`config.mk`:
```
export PLATFORM = sky130hd
export DESIGN_NAME = usb_rx_framer
export DESIGN_NICKNAME = d
export VERILOG_FILES = /design/src/rtl/usb_rx_pkg.sv /design/src/rtl/usb_nrzi_track.sv /design/src/rtl/usb_stuff_count.sv /design/src/rtl/usb_eop_timer.sv /design/src/rtl/usb_rx_framer.sv
export SDC_FILE = /design/constraint.sdc
export NUM_CORES = 1
export LEC_CHECK = 0
export ABC_AREA = 0
export BUFFER_PORTS_ARGS = -buffer_cell sky130_fd_sc_hd__buf_2
export CAP_MARGIN = 20
export CORE_UTILIZATION = 58
export CTS_CLUSTER_DIAMETER = 80
export DETAILED_ROUTE_END_ITERATION = 8
export MAX_ROUTING_LAYER = met4
export PLACE_DENSITY = 0.79
export SLEW_MARGIN = 15
export SYNTH_ARGS = -nofsm -noshare
export SYNTH_HDL_FRONTEND = slang
export SYNTH_SLANG_ARGS = --single-unit
```
`constraint.sdc`:
```
create_clock -name clk_i -period 4 [get_ports clk_i]
set_input_delay 0.2 -clock clk_i [delete_from_list [all_inputs] [get_ports clk_i]]
set_output_delay 0.2 -clock clk_i [all_outputs]
set_load 0.02 [all_outputs]
```
`src/rtl/usb_rx_pkg.sv`:
```
package usb_rx_pkg;
  typedef enum logic [1:0] {
    LS_SE0 = 2'b00,
    LS_K   = 2'b01,
    LS_J   = 2'b10,
    LS_SE1 = 2'b11
  } line_sym_e;

  typedef enum logic [1:0] {
    ST_IDLE = 2'b00,
    ST_DATA = 2'b01,
    ST_EOP  = 2'b10
  } rx_state_e;
endpackage

```
`src/rtl/usb_nrzi_track.sv`:
```
module usb_nrzi_track
  import usb_rx_pkg::*;
(
  input  logic      clk_i,
  input  logic      rst_ni,
  input  logic      upd_i,
  input  line_sym_e sym_i,
  output line_sym_e prev_o,
  output logic      same_o
);
  line_sym_e prev_q;

  always_ff @(posedge clk_i or negedge rst_ni) begin
    if (!rst_ni)    prev_q <= LS_J;
    else if (upd_i) prev_q <= sym_i;
  end

  assign prev_o = prev_q;
  assign same_o = (sym_i == prev_q);

  AST_PREV_HOLD: assert property (@(posedge clk_i) disable iff (!rst_ni)
    !upd_i |=> $stable(prev_q));
endmodule

```
`src/rtl/usb_stuff_count.sv`:
```
module usb_stuff_count #(
  parameter int unsigned RUN_LEN = 6
) (
  input  logic clk_i,
  input  logic rst_ni,
  input  logic clr_i,
  input  logic one_i,
  output logic slot_o
);
  localparam int unsigned CW = $clog2(RUN_LEN + 1);
  localparam logic [CW-1:0] RUN_MAX = CW'(RUN_LEN);

  logic [CW-1:0] cnt_q;

  always_ff @(posedge clk_i or negedge rst_ni) begin
    if (!rst_ni)                        cnt_q <= '0;
    else if (clr_i)                     cnt_q <= '0;
    else if (one_i && cnt_q != RUN_MAX) cnt_q <= cnt_q + 1'b1;
  end

  assign slot_o = (cnt_q == RUN_MAX);

  AST_RUN_BOUND: assert property (@(posedge clk_i) disable iff (!rst_ni)
    cnt_q <= RUN_MAX);
  AST_SLOT_CLEAR: assert property (@(posedge clk_i) disable iff (!rst_ni)
    clr_i |=> !slot_o);
endmodule

```
`src/rtl/usb_eop_timer.sv`:
```
module usb_eop_timer #(
  parameter int unsigned TMO = 4
) (
  input  logic clk_i,
  input  logic rst_ni,
  input  logic start_i,
  input  logic tick_i,
  output logic expire_o
);
  localparam int unsigned TW = $clog2(TMO + 1);
  localparam logic [TW-1:0] LAST = TW'(TMO - 1);

  logic [TW-1:0] cnt_q;

  // opening SE0 counts as the first non-J symbol
  always_ff @(posedge clk_i or negedge rst_ni) begin
    if (!rst_ni)                    cnt_q <= '0;
    else if (start_i)               cnt_q <= TW'(1);
    else if (tick_i && !expire_o)   cnt_q <= cnt_q + 1'b1;
  end

  assign expire_o = tick_i && (cnt_q >= LAST);

  AST_TMO_BOUND: assert property (@(posedge clk_i) disable iff (!rst_ni)
    cnt_q <= LAST);
endmodule

```
`src/rtl/usb_rx_framer.sv`:
```
module usb_rx_framer
  import usb_rx_pkg::*;
#(
  parameter int unsigned STUFF_RUN = 6,
  parameter int unsigned EOP_TMO   = 4
) (
  input  logic       clk_i,
  input  logic       rst_ni,
  input  logic       sym_valid_i,
  input  logic [1:0] line_i,
  output logic       bit_o,
  output logic       bit_valid_o,
  output logic       sop_o,
  output logic       eop_o,
  output logic       stuff_err_o,
  output logic       eop_tmo_o
);
  line_sym_e sym;
  line_sym_e prev;
  rx_state_e state_q, state_d;
  logic      discard_q, discard_d;
  logic      is_j, is_k, is_se0, is_se1;
  logic      same, slot, expire;
  logic      prev_upd, cnt_clr, cnt_one, tmr_start, tmr_tick;
  logic      bit_d, bit_valid_d, sop_d, eop_d, err_d, tmo_d;

  assign sym    = line_sym_e'(line_i);
  assign is_j   = (sym == LS_J);
  assign is_k   = (sym == LS_K);
  assign is_se0 = (sym == LS_SE0);
  assign is_se1 = (sym == LS_SE1);

  // SE1 while receiving leaves the NRZI reference untouched
  assign prev_upd = sym_valid_i && !(state_q == ST_DATA && is_se1);
  assign tmr_tick = sym_valid_i && (state_q == ST_EOP) && !is_j;

  usb_nrzi_track u_nrzi (
    .clk_i  (clk_i),
    .rst_ni (rst_ni),
    .upd_i  (prev_upd),
    .sym_i  (sym),
    .prev_o (prev),
    .same_o (same)
  );

  usb_stuff_count #(.RUN_LEN(STUFF_RUN)) u_stuff (
    .clk_i  (clk_i),
    .rst_ni (rst_ni),
    .clr_i  (cnt_clr),
    .one_i  (cnt_one),
    .slot_o (slot)
  );

  usb_eop_timer #(.TMO(EOP_TMO)) u_tmr (
    .clk_i    (clk_i),
    .rst_ni   (rst_ni),
    .start_i  (tmr_start),
    .tick_i   (tmr_tick),
    .expire_o (expire)
  );

  always_comb begin
    state_d     = state_q;
    discard_d   = discard_q;
    cnt_clr     = 1'b0;
    cnt_one     = 1'b0;
    tmr_start   = 1'b0;
    bit_d       = 1'b0;
    bit_valid_d = 1'b0;
    sop_d       = 1'b0;
    eop_d       = 1'b0;
    err_d       = 1'b0;
    tmo_d       = 1'b0;
    if (sym_valid_i) begin
      unique case (state_q)
        ST_IDLE: begin
          if (is_k && prev == LS_J) begin
            sop_d     = 1'b1;
            state_d   = ST_DATA;
            discard_d = 1'b0;
            cnt_clr   = 1'b1;
          end
        end
        ST_DATA: begin
          if (is_se0) begin
            state_d   = ST_EOP;
            tmr_start = 1'b1;
          end else if ((is_j || is_k) && !discard_q) begin
            if (slot) begin
              if (same) begin
                err_d     = 1'b1;
                discard_d = 1'b1;
              end else begin
                cnt_clr = 1'b1;
              end
            end else begin
              bit_valid_d = 1'b1;
              bit_d       = same;
              cnt_one     = same;
              cnt_clr     = !same;
            end
          end
        end
        ST_EOP: begin
          if (is_j) begin
            eop_d   = 1'b1;
            state_d = ST_IDLE;
          end else if (expire) begin
            tmo_d   = 1'b1;
            state_d = ST_IDLE;
          end
        end
        default: state_d = ST_IDLE;
      endcase
    end
  end

  always_ff @(posedge clk_i or negedge rst_ni) begin
    if (!rst_ni) begin
      state_q     <= ST_IDLE;
      discard_q   <= 1'b0;
      bit_o       <= 1'b0;
      bit_valid_o <= 1'b0;
      sop_o       <= 1'b0;
      eop_o       <= 1'b0;
      stuff_err_o <= 1'b0;
      eop_tmo_o   <= 1'b0;
    end else begin
      state_q     <= state_d;
      discard_q   <= discard_d;
      bit_o       <= bit_d;
      bit_valid_o <= bit_valid_d;
      sop_o       <= sop_d;
      eop_o       <= eop_d;
      stuff_err_o <= err_d;
      eop_tmo_o   <= tmo_d;
    end
  end

  AST_BIT_ALONE: assert property (@(posedge clk_i) disable iff (!rst_ni)
    bit_valid_o |-> !(sop_o || eop_o || stuff_err_o || eop_tmo_o));
  AST_SOP_ENTERS_DATA: assert property (@(posedge clk_i) disable iff (!rst_ni)
    sop_o |-> state_q == ST_DATA);
  AST_EOP_TO_IDLE: assert property (@(posedge clk_i) disable iff (!rst_ni)
    eop_o |-> state_q == ST_IDLE);
  AST_SE0_NO_BIT: assert property (@(posedge clk_i) disable iff (!rst_ni)
    (sym_valid_i && line_i == LS_SE0) |=> !bit_valid_o);
  AST_SE1_NO_BIT: assert property (@(posedge clk_i) disable iff (!rst_ni)
    (sym_valid_i && line_i == LS_SE1) |=> !bit_valid_o);
  AST_ERR_SILENCES: assert property (@(posedge clk_i) disable iff (!rst_ni)
    stuff_err_o |-> !bit_valid_o && state_q == ST_DATA);
  AST_TMO_NOT_EOP: assert property (@(posedge clk_i) disable iff (!rst_ni)
    eop_tmo_o |-> !eop_o && state_q == ST_IDLE);
  AST_NO_STROBE_QUIET: assert property (@(posedge clk_i) disable iff (!rst_ni)
    !sym_valid_i |=> !(bit_valid_o || sop_o || eop_o || stuff_err_o || eop_tmo_o));
endmodule

```
Word level (Yosys, flattened, before mapping)
Cells that the tools add are included.
{"block": "op_classes", "n_eq_ne": 16, "reduce_logical": 22, "n_mux": 50, "order_cmp": 1, "n_addsub": 2}
{"operator": "two-way mux 1 bit", "n": 39}
{"operator": "two-way mux 3 bit", "n": 4}
{"operator": "inequality test 2 bit (second input constant)", "n": 5}
{"operator": "logical AND 1 bit", "n": 9}
{"operator": "== test 2 bit (second input constant)", "n": 4}
{"operator": "two-way mux 2 bit", "n": 4}
{"operator": "AND reduction 7 bit", "n": 1}
{"operator": "adder 3 x 1 -> 3 bit (second input constant)", "n": 2}
{"operator": "one-hot mux 2 bit (3 select lines)", "n": 1}
{"operator": "nonzero test 2 bit", "n": 3}
{"operator": "logical NOT 1 bit", "n": 5}
{"operator": "== test 2 x 1 -> 1 bit (second input constant)", "n": 2}
{"operator": "logical NOT 2 bit", "n": 2}
{"operator": "one-hot mux 1 bit (2 select lines)", "n": 2}
{"operator": "AND reduction 4 bit", "n": 1}
{"operator": "== test 3 bit (second input constant)", "n": 1}
{"operator": "greater-or-equal comparator 3 x 2 -> 1 bit (second input constant)", "n": 1}
{"operator": "inequality test 3 x 2 -> 1 bit (second input constant)", "n": 1}
{"operator": "inequality test 3 bit (second input constant)", "n": 1}
{"operator": "== test 2 bit", "n": 1}
{"operator": "inequality test 2 x 1 -> 1 bit (second input constant)", "n": 1}
{"operator": "logical OR 1 bit", "n": 1}
{"block": "word_totals", "out_inout_bits": 6, "register_bits": 17, "in_bits": 5}

Logic depth before layout (Yosys ltp)
{"block": "depth", "depth_word": 10, "depth_mapped": 6, "mapped_depth_nobuf": 6}

Cells and area by module
A second synthesis with hierarchy kept.
{"block": "unflattened", "hier_cells": 81, "hier_area_um2": 935.9}
{"module": "usb_rx_framer", "cells_per_inst": 39, "seq_area_each_um2": 225.2, "area_each_um2": 461.7, "n_inst": 1}
{"module": "usb_eop_timer", "cells_per_inst": 18, "seq_area_each_um2": 75.1, "area_each_um2": 193.9, "n_inst": 1}
{"module": "usb_stuff_count", "cells_per_inst": 17, "seq_area_each_um2": 75.1, "area_each_um2": 185.2, "n_inst": 1}
{"module": "usb_nrzi_track", "cells_per_inst": 7, "seq_area_each_um2": 51.3, "area_each_um2": 95.1, "n_inst": 1}

Least setup slack after synthesis
No wires, ideal clock.
{"block": "synth_path", "path_kind": "reg2reg", "startpoint": "reg u_tmr.cnt_q[0]", "endpoint": "reg u_tmr.cnt_q[0]", "period_less_slack_ns": 1.619, "setup_ns": 0.125, "setup_slack_ns": 2.381, "required_ns": 3.875, "n_path_buf": 0, "arrival_ns": 1.495, "stages_incl_launch_ff": 6, "path_cell_list": "dfrtp_1 ha_1 ha_1 a211oi_1 nand4_1 mux2_2"}
{"block": "synth_via", "elab_chain_len": 5}
{"item": "from (decl)", "line_no": "usb_eop_timer.sv:13", "source": "logic [TW-1:0] cnt_q;"}
{"item": "from (signal assigned)", "line_no": "usb_eop_timer.sv:19", "source": "else if (tick_i && !expire_o) cnt_q <= cnt_q + 1'b1;"}
{"item": "greater-or-equal comparator 3 x 2 -> 1 bit", "line_no": "usb_eop_timer.sv:22", "source": "assign expire_o = tick_i && (cnt_q >= LAST);"}
{"item": "logical AND 1 bit", "line_no": "usb_eop_timer.sv:22"}
{"item": "logical NOT 1 bit", "line_no": "usb_eop_timer.sv:19"}
{"item": "logical AND 1 bit", "line_no": "usb_eop_timer.sv:19"}
{"item": "nonzero test 2 bit (no source line)"}
Parallel ways exist; a longest one is shown, timed or not. The select of a mux whose other input is x is not followed.
A chain may end at the register's enable or synchronous reset.

Final worst setup path
Same ends and word-level chain as after synthesis.

==> flow_metrics.env <==
export IMPL_status="finished clean"
export IMPL_cts_root_buffer="clkbuf_4"
export IMPL_synth_compound_area_frac=0.1114
export IMPL_grt_pass1_vias=572
export IMPL_path_cells="ha_1 -> ha_1 -> a211oi_1 -> nand4_1 -> mux2_2"
export IMPL_fin_ws_ns=2.194
export IMPL_rows=13
export IMPL_clock_sinks=17
export IMPL_initialDrtViolationCount=11
export IMPL_worstPathMaxFanout=5
export IMPL_io_buffer_count=10
export IMPL_final_cell_area_um2=962.2
export IMPL_die_area_mm2=0.001649
export IMPL_gp_congestion=0.7336
export IMPL_vias_per_cell=5.554
export IMPL_cp_num_buf_inv=0
export IMPL_antenna_cells=0
export IMPL_synthDistinctLibCells=30
export IMPL_area_growth_pct=11.29
export IMPL_routed_wl_mm=1.423
export IMPL_ff2ff_setup_slack_ns=2.19
export IMPL_leakage_nw=0.4921
export IMPL_io_pins=11
export IMPL_syn_inst=83
export IMPL_tns_ns=0
export IMPL_start_util=0.6404
export IMPL_final_common_cell="dfrtp_1"
export IMPL_grt_max_degree=18
export IMPL_hold_buffers=1
export IMPL_synth_simple_area_share=0.1983
export IMPL_period_needed_ns=1.806
export IMPL_hold_violations=0
export IMPL_postSynthAreaPerCell_um2=10.42
export IMPL_cp_depth=5
export IMPL_cts_tree="built"
export IMPL_grt_overflow=0
export IMPL_drv_cap=0
export IMPL_coreArea_mm2=0.001350
export IMPL_synth_area_leaders="dfrtp_1, ha_1, o21ai_0"
export IMPL_synth_nets=96
export IMPL_htreeDepth=1
export IMPL_clkTransAtPathRegs_ns=0.09
export IMPL_r2r_end="u_tmr.cnt_q[0]"
export IMPL_postCtsResizedCells=0
export IMPL_seq_area_frac_synth=0.4935
export IMPL_dr_pass1_iters=4
export IMPL_critPathSlowestCell="dfrtp_1"
export IMPL_p_per_area_mw_per_mm2=425.7
export IMPL_synth_xor_area_share=0.02026
export IMPL_die_w_um=40.61
export IMPL_maxSlewViolCount=0
export IMPL_synth_top_family_by_area="simple AND/OR/NAND/NOR gates"
export IMPL_pre_cts_ws_ns=2.210
export IMPL_drive_above_1_share=0.1959
export IMPL_place_area_um2=925.9
export IMPL_cp_required_ns=4.18
export IMPL_ys_warn_count=0
export IMPL_slew_headroom=0.7465
export IMPL_holdCritPathClass="primary input to flop"
export IMPL_crit_end="u_tmr.cnt_q[0]"
export IMPL_setup_viol=0
export IMPL_criticalPathCategory="flop to flop"
export IMPL_path_delay_family="flip-flops"
export IMPL_drc=0
export IMPL_cp_slowest_stage_delay_ns=0.41
export IMPL_critical_path_most_common_cell="ha_1"
export IMPL_dp_final_hpwl_mm=1.041
export IMPL_mostFrequentLayoutCells="dfrtp_1, buf_2, inv_1, nand2_1"
export IMPL_rsz0062_at_grt="no"
export IMPL_die_y_um=40.61
export IMPL_crit_arrival_ns=1.98
export IMPL_netlist_area_um2=864.6
export IMPL_synth_top_cell_area_share=0.4631
export IMPL_postCtsSetupBuffers=0
export IMPL_antenna_found_initial=0
export IMPL_final_antenna_net_count=0
export IMPL_clock_latency_ns=0.28
export IMPL_yosysTopAreaCell="dfrtp_1"
export IMPL_cp_end_kind="flop"
export IMPL_grtUsageTotal=0.2227
export IMPL_synthMuxAreaShare=0.01302
export IMPL_wl_per_cell_um=12.71
export IMPL_fill_cells=104
export IMPL_ys_seq_elements=17
export IMPL_fin_nets=111
export IMPL_ir_drop_v=0.0003294
export IMPL_worstMarginPinSlew_ns=0.3779
export IMPL_r2r_start="u_tmr.cnt_q[0]"
export IMPL_cp_startpoint="u_tmr.cnt_q[0]"
export IMPL_cp_start_kind="flop"
export IMPL_synthAdderAreaFrac=0.1158
export IMPL_grt_pass1_wl_mm=2.304
export IMPL_fmax_mhz=553.7
export IMPL_post_route_period_util=0.4515
export IMPL_numCtsBuffers=3
export IMPL_vias=622
export IMPL_skew_ns=0.002044
export IMPL_rr_worst_depth=5
export IMPL_cts_buffer_depth=2
[registers in the layout (all words and copies together) (netlist names)]
register and cells:
stuff_err_o 1, u_tmr.cnt_q 3, u_nrzi.prev_o 2, u_stuff.cnt_q 3
bit_o 1, bit_valid_o 1, eop_tmo_o 1, discard_q 1
eop_o 1, sop_o 1, state_q 2
[kinds of logic (layout without fill, tap and decap cells)]
group,Yosys count,count (layout)
adder cells (fa/ha/maj),8,8
flip-flops,17,17
XOR/XNOR,2,2
multiplexers,1,1
AND/OR/NAND/NOR,29,29
AO/OA/AOI/OAI,16,16
buffers and inverters,10,24
[worst min-delay path by stage]
stage | from | to | slack (ns) | cells after the start
after floorplan | rst_ni | bit_o | -0.1 | 0
after global placement | rst_ni | u_nrzi.prev_o[0] | 0.13 | 1
after detailed placement | rst_ni | eop_tmo_o | 0.14 | 1
after CTS | sym_valid_i | eop_tmo_o | 0.19 | 3
after global routing | sym_valid_i | eop_o | 0.22 | 3
final | sym_valid_i | eop_tmo_o | 0.20 | 3
[cell type report]
cell class	instances	area (um2)	area share
Tap cell	15	18.77	0.01951
Inverter	9	33.78	0.03511
Clock buffer	4	26.28	0.02731
Multi-Input combinational cell	56	396.6	0.4122
Sequential cell	17	426.7	0.4434
Timing Repair Buffer	11	60.06	0.06242
[power breakdown]
part / internal (W) / switching (W)
sequential: 0.000199 / 0.0000270
clock: 0.0000387 / 0.0000490
combinational: 0.0000424 / 0.0000536
total: 0.000280 / 0.000130
[per-stage QoR]
| step | util | instances | total power (W) | hold slack, ns |
|---|---|---|---|---|
| after floorplan | - | 83 | 0.0002977 | -0.09559 |
| after global placement | 0.6858 | 107 | 0.0003179 | 0.1322 |
| after detailed placement | 0.6858 | 107 | 0.0003246 | 0.1387 |
| after CTS | 0.7127 | 112 | 0.0004137 | 0.1938 |
| after global routing | 0.7127 | 112 | 0.0004432 | 0.2219 |
| final | 0.7127 | 112 | 0.0004096 | 0.2049 |
[worst reg2reg max path: stages (launching register included)]
cell	delay (ns)
dfrtp_1	0.41
ha_1	0.21
ha_1	0.19
a211oi_1	0.32
nand4_1	0.25
mux2_2	0.32
[layer usage]
metal,GRT usage,vias up,wire length [um]
li1,-,312,-
met1,0.2674,291,702
met2,0.3452,14,639
met3,0.04891,5,48
met4,0.1250,0,33
met5,-,-,0
[cell usage after synthesis (all sizes together)]
cell,count
o21bai,1
dfstp,1
mux2,1
and2b,1
and2,1
nor3,3
and4,1
xor2,2
nand2,9
o21ai,8
or4,2
a21o,1
buf,1
a31oi,1
nor4,1
a21oi,2
nand4,2
o211a,1
or2,1
a21boi,1
ha,8
nand3b,1
nor2,4
inv,9
nand3,2
a211oi,1
dfrtp,16
nor3b,1
No activity file was read; power rests on OpenSTA's default activity.
